File: config.mk
export PLATFORM = sky130hd
export DESIGN_NAME = tx_drv_monitor
export DESIGN_NICKNAME = d
export VERILOG_FILES = /design/src/rtl/txmon_pkg.sv /design/src/rtl/txmon_idle_timer.sv /design/src/rtl/txmon_event_latch.sv /design/src/rtl/tx_drv_monitor.sv
export SDC_FILE = /design/constraint.sdc
export NUM_CORES = 1
export LEC_CHECK = 0
export ABC_AREA = 1
export CAP_MARGIN = 20
export CORE_AREA = 4 4 41 43
export CTS_BUF_LIST = sky130_fd_sc_hd__clkbuf_8 sky130_fd_sc_hd__clkbuf_16
export DETAILED_ROUTE_END_ITERATION = 10
export DIE_AREA = 0 0 45 47
export GPL_ROUTABILITY_DRIVEN = 0
export PLACE_DENSITY = 0.67
export SLEW_MARGIN = 40
export SYNTH_ARGS = -nofsm -noshare
export SYNTH_HDL_FRONTEND = slang
export SYNTH_HIERARCHICAL = 1
export SYNTH_SLANG_ARGS = --single-unit
File: constraint.sdc
create_clock -name clk -period 1.85 [get_ports clk]
set_clock_uncertainty 0.15 [all_clocks]
set_input_delay 0.2775 -clock clk [delete_from_list [all_inputs] [get_ports clk]]
set_output_delay 0.2775 -clock clk [all_outputs]
set_load 0.1 [all_outputs]
File: src/rtl/txmon_pkg.sv
package txmon_pkg;
   localparam int unsigned TXMON_DEF_IDLE = 128;

   function automatic int unsigned txmon_cnt_w(input int unsigned lim);
      return $clog2(lim + 1);
   endfunction
endpackage

File: src/rtl/txmon_idle_timer.sv
module txmon_idle_timer
   import txmon_pkg::*;
#(
   parameter int unsigned IDLE_LIMIT = TXMON_DEF_IDLE
) (
   input  logic clk,
   input  logic rst_n,
   input  logic act_i,
   output logic fail_o,
   output logic fail_nxt_o
);
   localparam int unsigned CW = txmon_cnt_w(IDLE_LIMIT);
   localparam logic [CW-1:0] LIM_C = CW'(IDLE_LIMIT);

   logic [CW-1:0] cnt_q, cnt_d;
   logic          fail_q, fail_d;

   if (IDLE_LIMIT < 1) begin : g_chk_limit
      $error("IDLE_LIMIT must be at least 1");
   end

   always_comb begin
      cnt_d  = cnt_q;
      fail_d = fail_q;
      if (act_i) begin
         cnt_d  = '0;
         fail_d = 1'b0;
      end else if (cnt_q == LIM_C) begin
         fail_d = 1'b1;
      end else begin
         cnt_d = cnt_q + 1'b1;
      end
   end

   always_ff @(posedge clk or negedge rst_n) begin
      if (!rst_n) begin
         cnt_q  <= '0;
         fail_q <= 1'b0;
      end else begin
         cnt_q  <= cnt_d;
         fail_q <= fail_d;
      end
   end

   assign fail_o     = fail_q;
   assign fail_nxt_o = fail_d;

   // failure may only rise after an idle sample
   p_rise_needs_idle_r1: assert property (@(posedge clk) disable iff (!rst_n)
      $rose(fail_q) |-> $past(!act_i));
   // a sampled pulse clears the failure
   p_pulse_clears_r2: assert property (@(posedge clk) disable iff (!rst_n)
      act_i |=> !fail_q);
   // a sampled pulse restarts the idle run
   p_cnt_restart_r3: assert property (@(posedge clk) disable iff (!rst_n)
      act_i |=> (cnt_q == '0));
   // the idle count never exceeds its limit
   p_cnt_bounded_r1: assert property (@(posedge clk) disable iff (!rst_n)
      cnt_q <= LIM_C);
endmodule

File: src/rtl/txmon_event_latch.sv
module txmon_event_latch #(
   parameter bit IRQ_REG = 1'b0
) (
   input  logic clk,
   input  logic rst_n,
   input  logic set_i,
   input  logic clr_i,
   input  logic en_i,
   output logic flag_o,
   output logic irq_n_o
);
   logic flag_q;

   always_ff @(posedge clk or negedge rst_n) begin
      if (!rst_n)     flag_q <= 1'b0;
      else if (set_i) flag_q <= 1'b1;
      else if (clr_i) flag_q <= 1'b0;
   end

   assign flag_o = flag_q;

   if (IRQ_REG) begin : g_irq_reg
      logic irq_n_q;
      always_ff @(posedge clk or negedge rst_n) begin
         if (!rst_n) irq_n_q <= 1'b1;
         else        irq_n_q <= ~(flag_q & en_i);
      end
      assign irq_n_o = irq_n_q;
   end else begin : g_irq_comb
      assign irq_n_o = ~(flag_q & en_i);
   end

   // a status change sets the flag
   p_change_sets_r4: assert property (@(posedge clk) disable iff (!rst_n)
      set_i |=> flag_q);
   // a lone read clears the flag
   p_read_clears_r6: assert property (@(posedge clk) disable iff (!rst_n)
      (clr_i && !set_i) |=> !flag_q);
   // a change coinciding with a read is kept
   p_change_wins_r7: assert property (@(posedge clk) disable iff (!rst_n)
      (clr_i && set_i) |=> flag_q);
   // the flag only rises on a change
   p_flag_rise_r4: assert property (@(posedge clk) disable iff (!rst_n)
      $rose(flag_q) |-> $past(set_i));
endmodule

File: src/rtl/tx_drv_monitor.sv
module tx_drv_monitor
   import txmon_pkg::*;
#(
   parameter int unsigned IDLE_LIMIT = TXMON_DEF_IDLE,
   parameter bit          IRQ_REG    = 1'b0
) (
   input  logic clk,
   input  logic rst_n,
   input  logic pulse_pos_i,
   input  logic pulse_neg_i,
   input  logic irq_en_i,
   input  logic stat_rd_i,
   output logic drv_fail_o,
   output logic chg_flag_o,
   output logic irq_n_o
);
   logic act;
   logic fail_cur, fail_nxt;

   assign act = pulse_pos_i | pulse_neg_i;

   txmon_idle_timer #(.IDLE_LIMIT(IDLE_LIMIT)) u_timer (
      .clk        (clk),
      .rst_n      (rst_n),
      .act_i      (act),
      .fail_o     (fail_cur),
      .fail_nxt_o (fail_nxt)
   );

   txmon_event_latch #(.IRQ_REG(IRQ_REG)) u_latch (
      .clk     (clk),
      .rst_n   (rst_n),
      .set_i   (fail_nxt ^ fail_cur),
      .clr_i   (stat_rd_i),
      .en_i    (irq_en_i),
      .flag_o  (chg_flag_o),
      .irq_n_o (irq_n_o)
   );

   assign drv_fail_o = fail_cur;

   // every toggle of the status leaves the flag set
   p_toggle_flags_r4: assert property (@(posedge clk) disable iff (!rst_n)
      (drv_fail_o != $past(drv_fail_o)) |-> chg_flag_o);
endmodule

# Word level (Yosys, flattened, before mapping)
# Index checks and enable logic that the tools add are counted.
# Widths: inputs -> output; s select.
# word_totals
ff_bits	10
input_bits	6
# op_classes
add_sub_neg	1
n_eq_ne	2
muxes	6
bitwise	4
reduce_logical	1
# ops
op	n
$mux 8	2
$add 8x1->8 const B	1
$eq 8x8->1 const B	1
$mux 1	4
$ne 2x2->1 const B	1
$reduce_bool 2->1	1
$and 1x1->1	1
$not 1->1	1
$or 1x1->1	1
$xor 1x1->1	1

# Logic depth before layout (Yosys ltp)
# Gate-level depths: netlist (run 1).
# depth
depth_word	5
depth_mapped	11
mapped_depth_nobuf	11

# Cells and area by module
# The synthesis (run 1) kept the hierarchy.
# by_module_without_submodules
mod	n_inst	cells_each	area_per_inst_um2	seq_area_each_um2
txmon_idle_timer	1	67	504.2	225.2
txmon_event_latch	1	6	43.8	25.0
tx_drv_monitor	1	6	25.0	0.0

# Worst setup path after synthesis (run 1)
# OpenSTA, ideal clock, no wires.
# synth_path
path_kind	reg2out
startpoint	register u_latch.flag_q, in the netlist u_latch/flag_o
endpoint	output port irq_n_o
arrival_ns	1.738
required_ns	1.422
slack_ns	-0.315
stages_incl_launch_ff	2
cell_sequence	dfrtp_1 > nand2_1
# synth_via
elab_chain_len	2
# synth_lines
item	line	source
from (decl)	txmon_event_latch.sv:12	logic flag_q;
from (signal assigned)	txmon_event_latch.sv:15	if (!rst_n) flag_q <= 1'b0;
from (signal assigned)	txmon_event_latch.sv:16	else if (set_i) flag_q <= 1'b1;
from (signal assigned)	txmon_event_latch.sv:17	else if (clr_i) flag_q <= 1'b0;
$and 1x1->1	txmon_event_latch.sv:30	assign irq_n_o = ~(flag_q & en_i);
$not 1->1	txmon_event_latch.sv:30	
to (decl)	tx_drv_monitor.sv:15	output logic irq_n_o
# No other way between the ends.

# Worst setup path after layout (run 1)
# layout_path
startpoint	register u_timer.cnt_q[0]
endpoint	register u_latch.flag_q, in the netlist u_latch/flag_o
# layout_via
elab_chain_len	5
# layout_lines
item	line	source
from (decl)	txmon_idle_timer.sv:15	logic [CW-1:0] cnt_q, cnt_d;
from (signal assigned)	txmon_idle_timer.sv:40	cnt_q <= cnt_d;
$eq 8x8->1 (*)	txmon_idle_timer.sv:28	end else if (cnt_q == LIM_C) begin
$mux 1 (*)	txmon_idle_timer.sv:28	
$mux 1 (*)	txmon_idle_timer.sv:25	if (act_i) begin
net fail_nxt	tx_drv_monitor.sv:18	logic fail_cur, fail_nxt;
$xor 1x1->1 (*)	tx_drv_monitor.sv:33	.set_i (fail_nxt ^ fail_cur),
$mux 1 or $reduce_bool 2->1 (tied branches)	--	
# The timed path passes the listed nets; every way through them passes the cells marked *.
# A chain may end at the register's enable or synchronous reset.

==> results of run 1 <==
[sequential cells by signal, summed over array words and instances (netlist names)]
name            count
u_timer/cnt_q       8
u_latch/flag_o      1
u_timer/fail_o      1
[cells in the mapped netlist]
| master | number | area (µm²) |
|---|---|---|
| sky130_fd_sc_hd__nor2_2 | 3 | 18.8 |
| sky130_fd_sc_hd__dfrtp_1 | 10 | 250 |
| sky130_fd_sc_hd__or2_1 | 1 | 6.26 |
| sky130_fd_sc_hd__nand2_2 | 1 | 6.26 |
| sky130_fd_sc_hd__nor3_2 | 1 | 10.0 |
| sky130_fd_sc_hd__ha_1 | 2 | 25.0 |
| sky130_fd_sc_hd__a21oi_1 | 3 | 15.0 |
| sky130_fd_sc_hd__o21ai_1 | 1 | 5.00 |
| sky130_fd_sc_hd__nand3_1 | 8 | 40.0 |
| sky130_fd_sc_hd__inv_2 | 1 | 3.75 |
| sky130_fd_sc_hd__inv_1 | 11 | 41.3 |
| sky130_fd_sc_hd__nand2_1 | 23 | 86.3 |
| sky130_fd_sc_hd__xnor2_1 | 1 | 8.76 |
| sky130_fd_sc_hd__nor2_1 | 12 | 45.0 |
| sky130_fd_sc_hd__nor2_4 | 1 | 11.3 |
[per-layer routing]
metal	wire length (µm)	share of wire	global-route usage
met5	0	0	0
met2	524	0.48	0.209
met4	27	0.025	0.0877
met3	65	0.060	0.0460
met1	475	0.43	0.148
[power groups by stage]
stage          clock network [µW]  registers (µW)  logic, µW
2_1_floorplan                   0             227       11.6
3_3_place_gp                    0             227       28.1
3_5_place_dp                    0             227       28.8
4_1_cts                       283             224       29.0
5_1_grt                       300             224       31.5
6_report                      280             224       28.2
[placed cells by master, fill, tap and decap left out]
cell type / synthesis / layout
sky130_fd_sc_hd__clkdlybuf4s50_1: 0 / 5
sky130_fd_sc_hd__nor2_2: 3 / 3
sky130_fd_sc_hd__or2_1: 1 / 1
sky130_fd_sc_hd__nor2_1: 12 / 12
sky130_fd_sc_hd__dfrtp_1: 10 / 9
sky130_fd_sc_hd__xnor2_1: 1 / 1
sky130_fd_sc_hd__clkbuf_8: 0 / 4
sky130_fd_sc_hd__buf_4: 0 / 1
sky130_fd_sc_hd__ha_1: 2 / 2
sky130_fd_sc_hd__a21oi_1: 3 / 3
sky130_fd_sc_hd__inv_2: 1 / 1
sky130_fd_sc_hd__o21ai_1: 1 / 1
sky130_fd_sc_hd__nand3_1: 8 / 8
sky130_fd_sc_hd__buf_12: 0 / 3
sky130_fd_sc_hd__nand2_1: 23 / 22
sky130_fd_sc_hd__nor2_4: 1 / 1
sky130_fd_sc_hd__nor3_2: 1 / 1
sky130_fd_sc_hd__dfrtp_2: 0 / 1
sky130_fd_sc_hd__inv_1: 11 / 11
sky130_fd_sc_hd__nand2_2: 1 / 2
[critical path: cells and delay by family, from the launching register on]
kind | cells | cell delay [ns]
adders and majority gates | 1 | 0.18
buffers and inverters | 3 | 0.22
DFF | 1 | 0.41
and+or+nand+nor | 7 | 0.58
[cells by family (layout without fill, tap and decap cells)]
logic type	Yosys count	count (layout)	synth area share
AND/OR/NAND/NOR	50	50	0.391
buffers and inverters	12	25	0.0786
flip-flops	10	10	0.437
AO/OA/AOI/OAI	4	4	0.0349
adder cells (fa/ha/maj)	2	2	0.0437
XOR/XNOR	1	1	0.0153
[worst max-delay path by stage]
stage,depth (start not counted),endpoint
3_5_place_dp,8,u_latch/flag_o
2_1_floorplan,7,u_latch/flag_o
5_1_grt,11,u_latch/flag_o
3_3_place_gp,8,u_latch/flag_o
4_1_cts,11,u_latch/flag_o
6_report,11,u_latch/flag_o
[cell type report]
type | count | area [µm²] | share of cell area
Multi-Input combinational cell | 57 | 280 | 0.365
Sequential cell | 10 | 251 | 0.327
Timing Repair Buffer | 9 | 118 | 0.153
Clock buffer | 4 | 55.1 | 0.0717
Inverter | 12 | 45.0 | 0.0586
Tap cell | 15 | 18.8 | 0.0244
[per-stage QoR]
step / utilization / setup slack (ns) / area [µm²]
6_report: 0.590 / 0.202 / 768
5_1_grt: 0.590 / 0.0434 / 768
4_1_cts: 0.590 / 0.177 / 768
3_5_place_dp: 0.548 / 0.174 / 713
3_3_place_gp: 0.548 / 0.240 / 713
2_1_floorplan: - / 0.145 / 577
==> impl_metrics.xml, run 1 <==
<?xml version="1.0" encoding="UTF-8"?>
<metrics>
  <group name="placed_design">
    <metric name="dp_cells" unit="">103</metric>
    <metric name="place.port_buffers" unit="">8</metric>
    <metric name="dp_hpwl" unit="µm">851</metric>
  </group>
  <group name="drt">
    <metric name="detail-route-antenna-nets" unit="">0</metric>
    <metric name="drt_initial_violations" unit="">8</metric>
    <metric name="drt_wl_total" unit="µm">1090</metric>
    <metric name="wl_per_cell" unit="µm">10.2</metric>
    <metric name="drt_drc_violations_left" unit="">0</metric>
    <metric name="firstDrtPassIters" unit="">4</metric>
    <metric name="vias_per_cell" unit="">4.73</metric>
    <metric name="vias" unit="">506</metric>
  </group>
  <group name="clock_tree">
    <metric name="max-clock-path-buffers" unit="">2</metric>
    <metric name="cts.repair_timing.setup_buffer_count" unit="">0</metric>
    <metric name="tritoncts" unit="">yes</metric>
    <metric name="cts_resized" unit="">0</metric>
    <metric name="worstSkewPairLatency" unit="ns">0.24</metric>
    <metric name="path_clk_slew" unit="ns">0.05</metric>
    <metric name="clock_tree.htree_level_count" unit="">1</metric>
    <metric name="cts_made_buffers" unit="">3</metric>
    <metric name="cts_hold_repair.buffers" unit="">0</metric>
    <metric name="cts_root_buffer" unit="">sky130_fd_sc_hd__clkbuf_8</metric>
    <metric name="cts_num_sinks" unit="">10</metric>
  </group>
  <group name="synth">
    <metric name="ys_types" unit="">15</metric>
    <metric name="syn-instance-count" unit="">79</metric>
    <metric name="synth_sequential_area_ratio" unit="">0.437</metric>
    <metric name="yosysWarningCount" unit="">6</metric>
    <metric name="mappedNetlistNets" unit="">87</metric>
    <metric name="mapped_cell_area" unit="µm²">573</metric>
    <metric name="syn_avg_cell_area" unit="µm²">7.25</metric>
    <metric name="ys_seq_elements" unit="">10</metric>
  </group>
  <group name="die">
    <metric name="effective_utilization_at_floorplan" unit="">0.440</metric>
    <metric name="dieHeight" unit="µm">47</metric>
    <metric name="core.rowCount" unit="">13</metric>
    <metric name="core" unit="µm²">1300</metric>
    <metric name="design.die.area" unit="µm²">2120</metric>
    <metric name="fp.dieW" unit="µm">45</metric>
    <metric name="ioPinCount" unit="">9</metric>
  </group>
  <group name="hold_path">
    <metric name="hold_path_class" unit="">in -&gt; async</metric>
  </group>
  <group name="power">
    <metric name="vdd_drop_max" unit="mV">0.499</metric>
    <metric name="power.density_cell_area" unit="nW/µm²">693</metric>
    <metric name="pwr-share-comb" unit="">0.053</metric>
    <metric name="seq_power_share" unit="">0.420</metric>
    <metric name="internal_power" unit="µW">423</metric>
    <metric name="clockPowerShare" unit="">0.527</metric>
    <metric name="fin_total_pwr" unit="µW">532</metric>
    <metric name="static-leakage-power" unit="µW">0.000350</metric>
    <metric name="power_switching" unit="µW">110</metric>
    <metric name="switching_share" unit="">0.206</metric>
  </group>
  <group name="layout">
    <metric name="finish.cell_count_without_fillers" unit="">107</metric>
    <metric name="drive_above_1_share" unit="">0.185</metric>
    <metric name="area.growth.synth_to_final" unit="%">34.1</metric>
    <metric name="design.final.nets" unit="">101</metric>
    <metric name="fillers" unit="">137</metric>
    <metric name="num_antenna_cells" unit="">0</metric>
  </group>
  <group name="critical_path">
    <metric name="worst_path_largest_cell_delay" unit="ns">0.41</metric>
    <metric name="data_required_time_of_the_critical_path" unit="ns">1.83</metric>
    <metric name="regToRegSetupSlack" unit="ns">0.20</metric>
    <metric name="worstSetupStartpoint" unit="">u_timer/cnt_q[0]</metric>
    <metric name="worst-r2r-cell-count" unit="">11</metric>
    <metric name="timing.rr.start" unit="">u_timer/cnt_q[0]</metric>
    <metric name="critical_path_arrival" unit="ns">1.63</metric>
    <metric name="worstSetupStartpointType" unit="">flip-flop</metric>
    <metric name="timing.setup.critical_path_class" unit="">reg -&gt; reg</metric>
    <metric name="regToRegEndpoint" unit="">u_latch/flag_o</metric>
    <metric name="cp-end-kind" unit="">flip-flop</metric>
    <metric name="crit_slowest_cell" unit="">sky130_fd_sc_hd__dfrtp_1</metric>
    <metric name="cp_cell_sequence" unit="">inv_1, ha_1, nand3_1, nor2_2, nor2_1, nor2_1, inv_1, nand2_1, nand2_1, inv_1, nand2_1</metric>
    <metric name="critical_path.max_fanout" unit="">4</metric>
  </group>
  <group name="timing">
    <metric name="max_slew_margin" unit="">0.696</metric>
    <metric name="fin_worst_hold_slack" unit="ns">0.202</metric>
    <metric name="report.final.setup_viol" unit="">0</metric>
    <metric name="final.min_clock_period" unit="ns">1.65</metric>
    <metric name="tightestPinTransition" unit="ns">0.454</metric>
    <metric name="fmax" unit="GHz">0.607</metric>
    <metric name="post-route-period-util" unit="">0.891</metric>
    <metric name="rsz0062_at_grt" unit="">false</metric>
    <metric name="timing_max_transition_violations_final" unit="">0</metric>
    <metric name="timing.setup.tns" unit="ns">0</metric>
    <metric name="report.final.hold_viol_count" unit="">0</metric>
  </group>
  <group name="job">
    <metric name="max_cap_violations" unit="">0</metric>
  </group>
  <group name="grt">
    <metric name="track_usage" unit="">0.131</metric>
    <metric name="grt_pass1_wl" unit="µm">1900</metric>
    <metric name="antenna_found_initial" unit="">0</metric>
    <metric name="global_route.overflow_total" unit="">0</metric>
    <metric name="grt_pass1_vias" unit="">478</metric>
    <metric name="grt_max_degree" unit="">11</metric>
  </group>
  <group name="run_status">
    <metric name="status" unit="">completed</metric>
  </group>
</metrics>
Note: power is estimated with default switching activity, not from simulation.
==> run 2, diff against run 1 <==
Clock period 1.85 ns to 1.9 ns, I/O delays scaled along.
==> results of run 2 <==
The final DEF is identical to that of run 1. Status: completed.
Among the figures that moved: setup slack after placement 0.174 ns -> 0.216 ns; setup slack after layout 0.202 ns -> 0.252 ns; hold slack 0.202 ns -> 0.210 ns; register-to-register setup slack 0.20 ns -> 0.25 ns; total power 532 µW -> 518 µW; worst IR drop on VDD 0.499 mV -> 0.486 mV
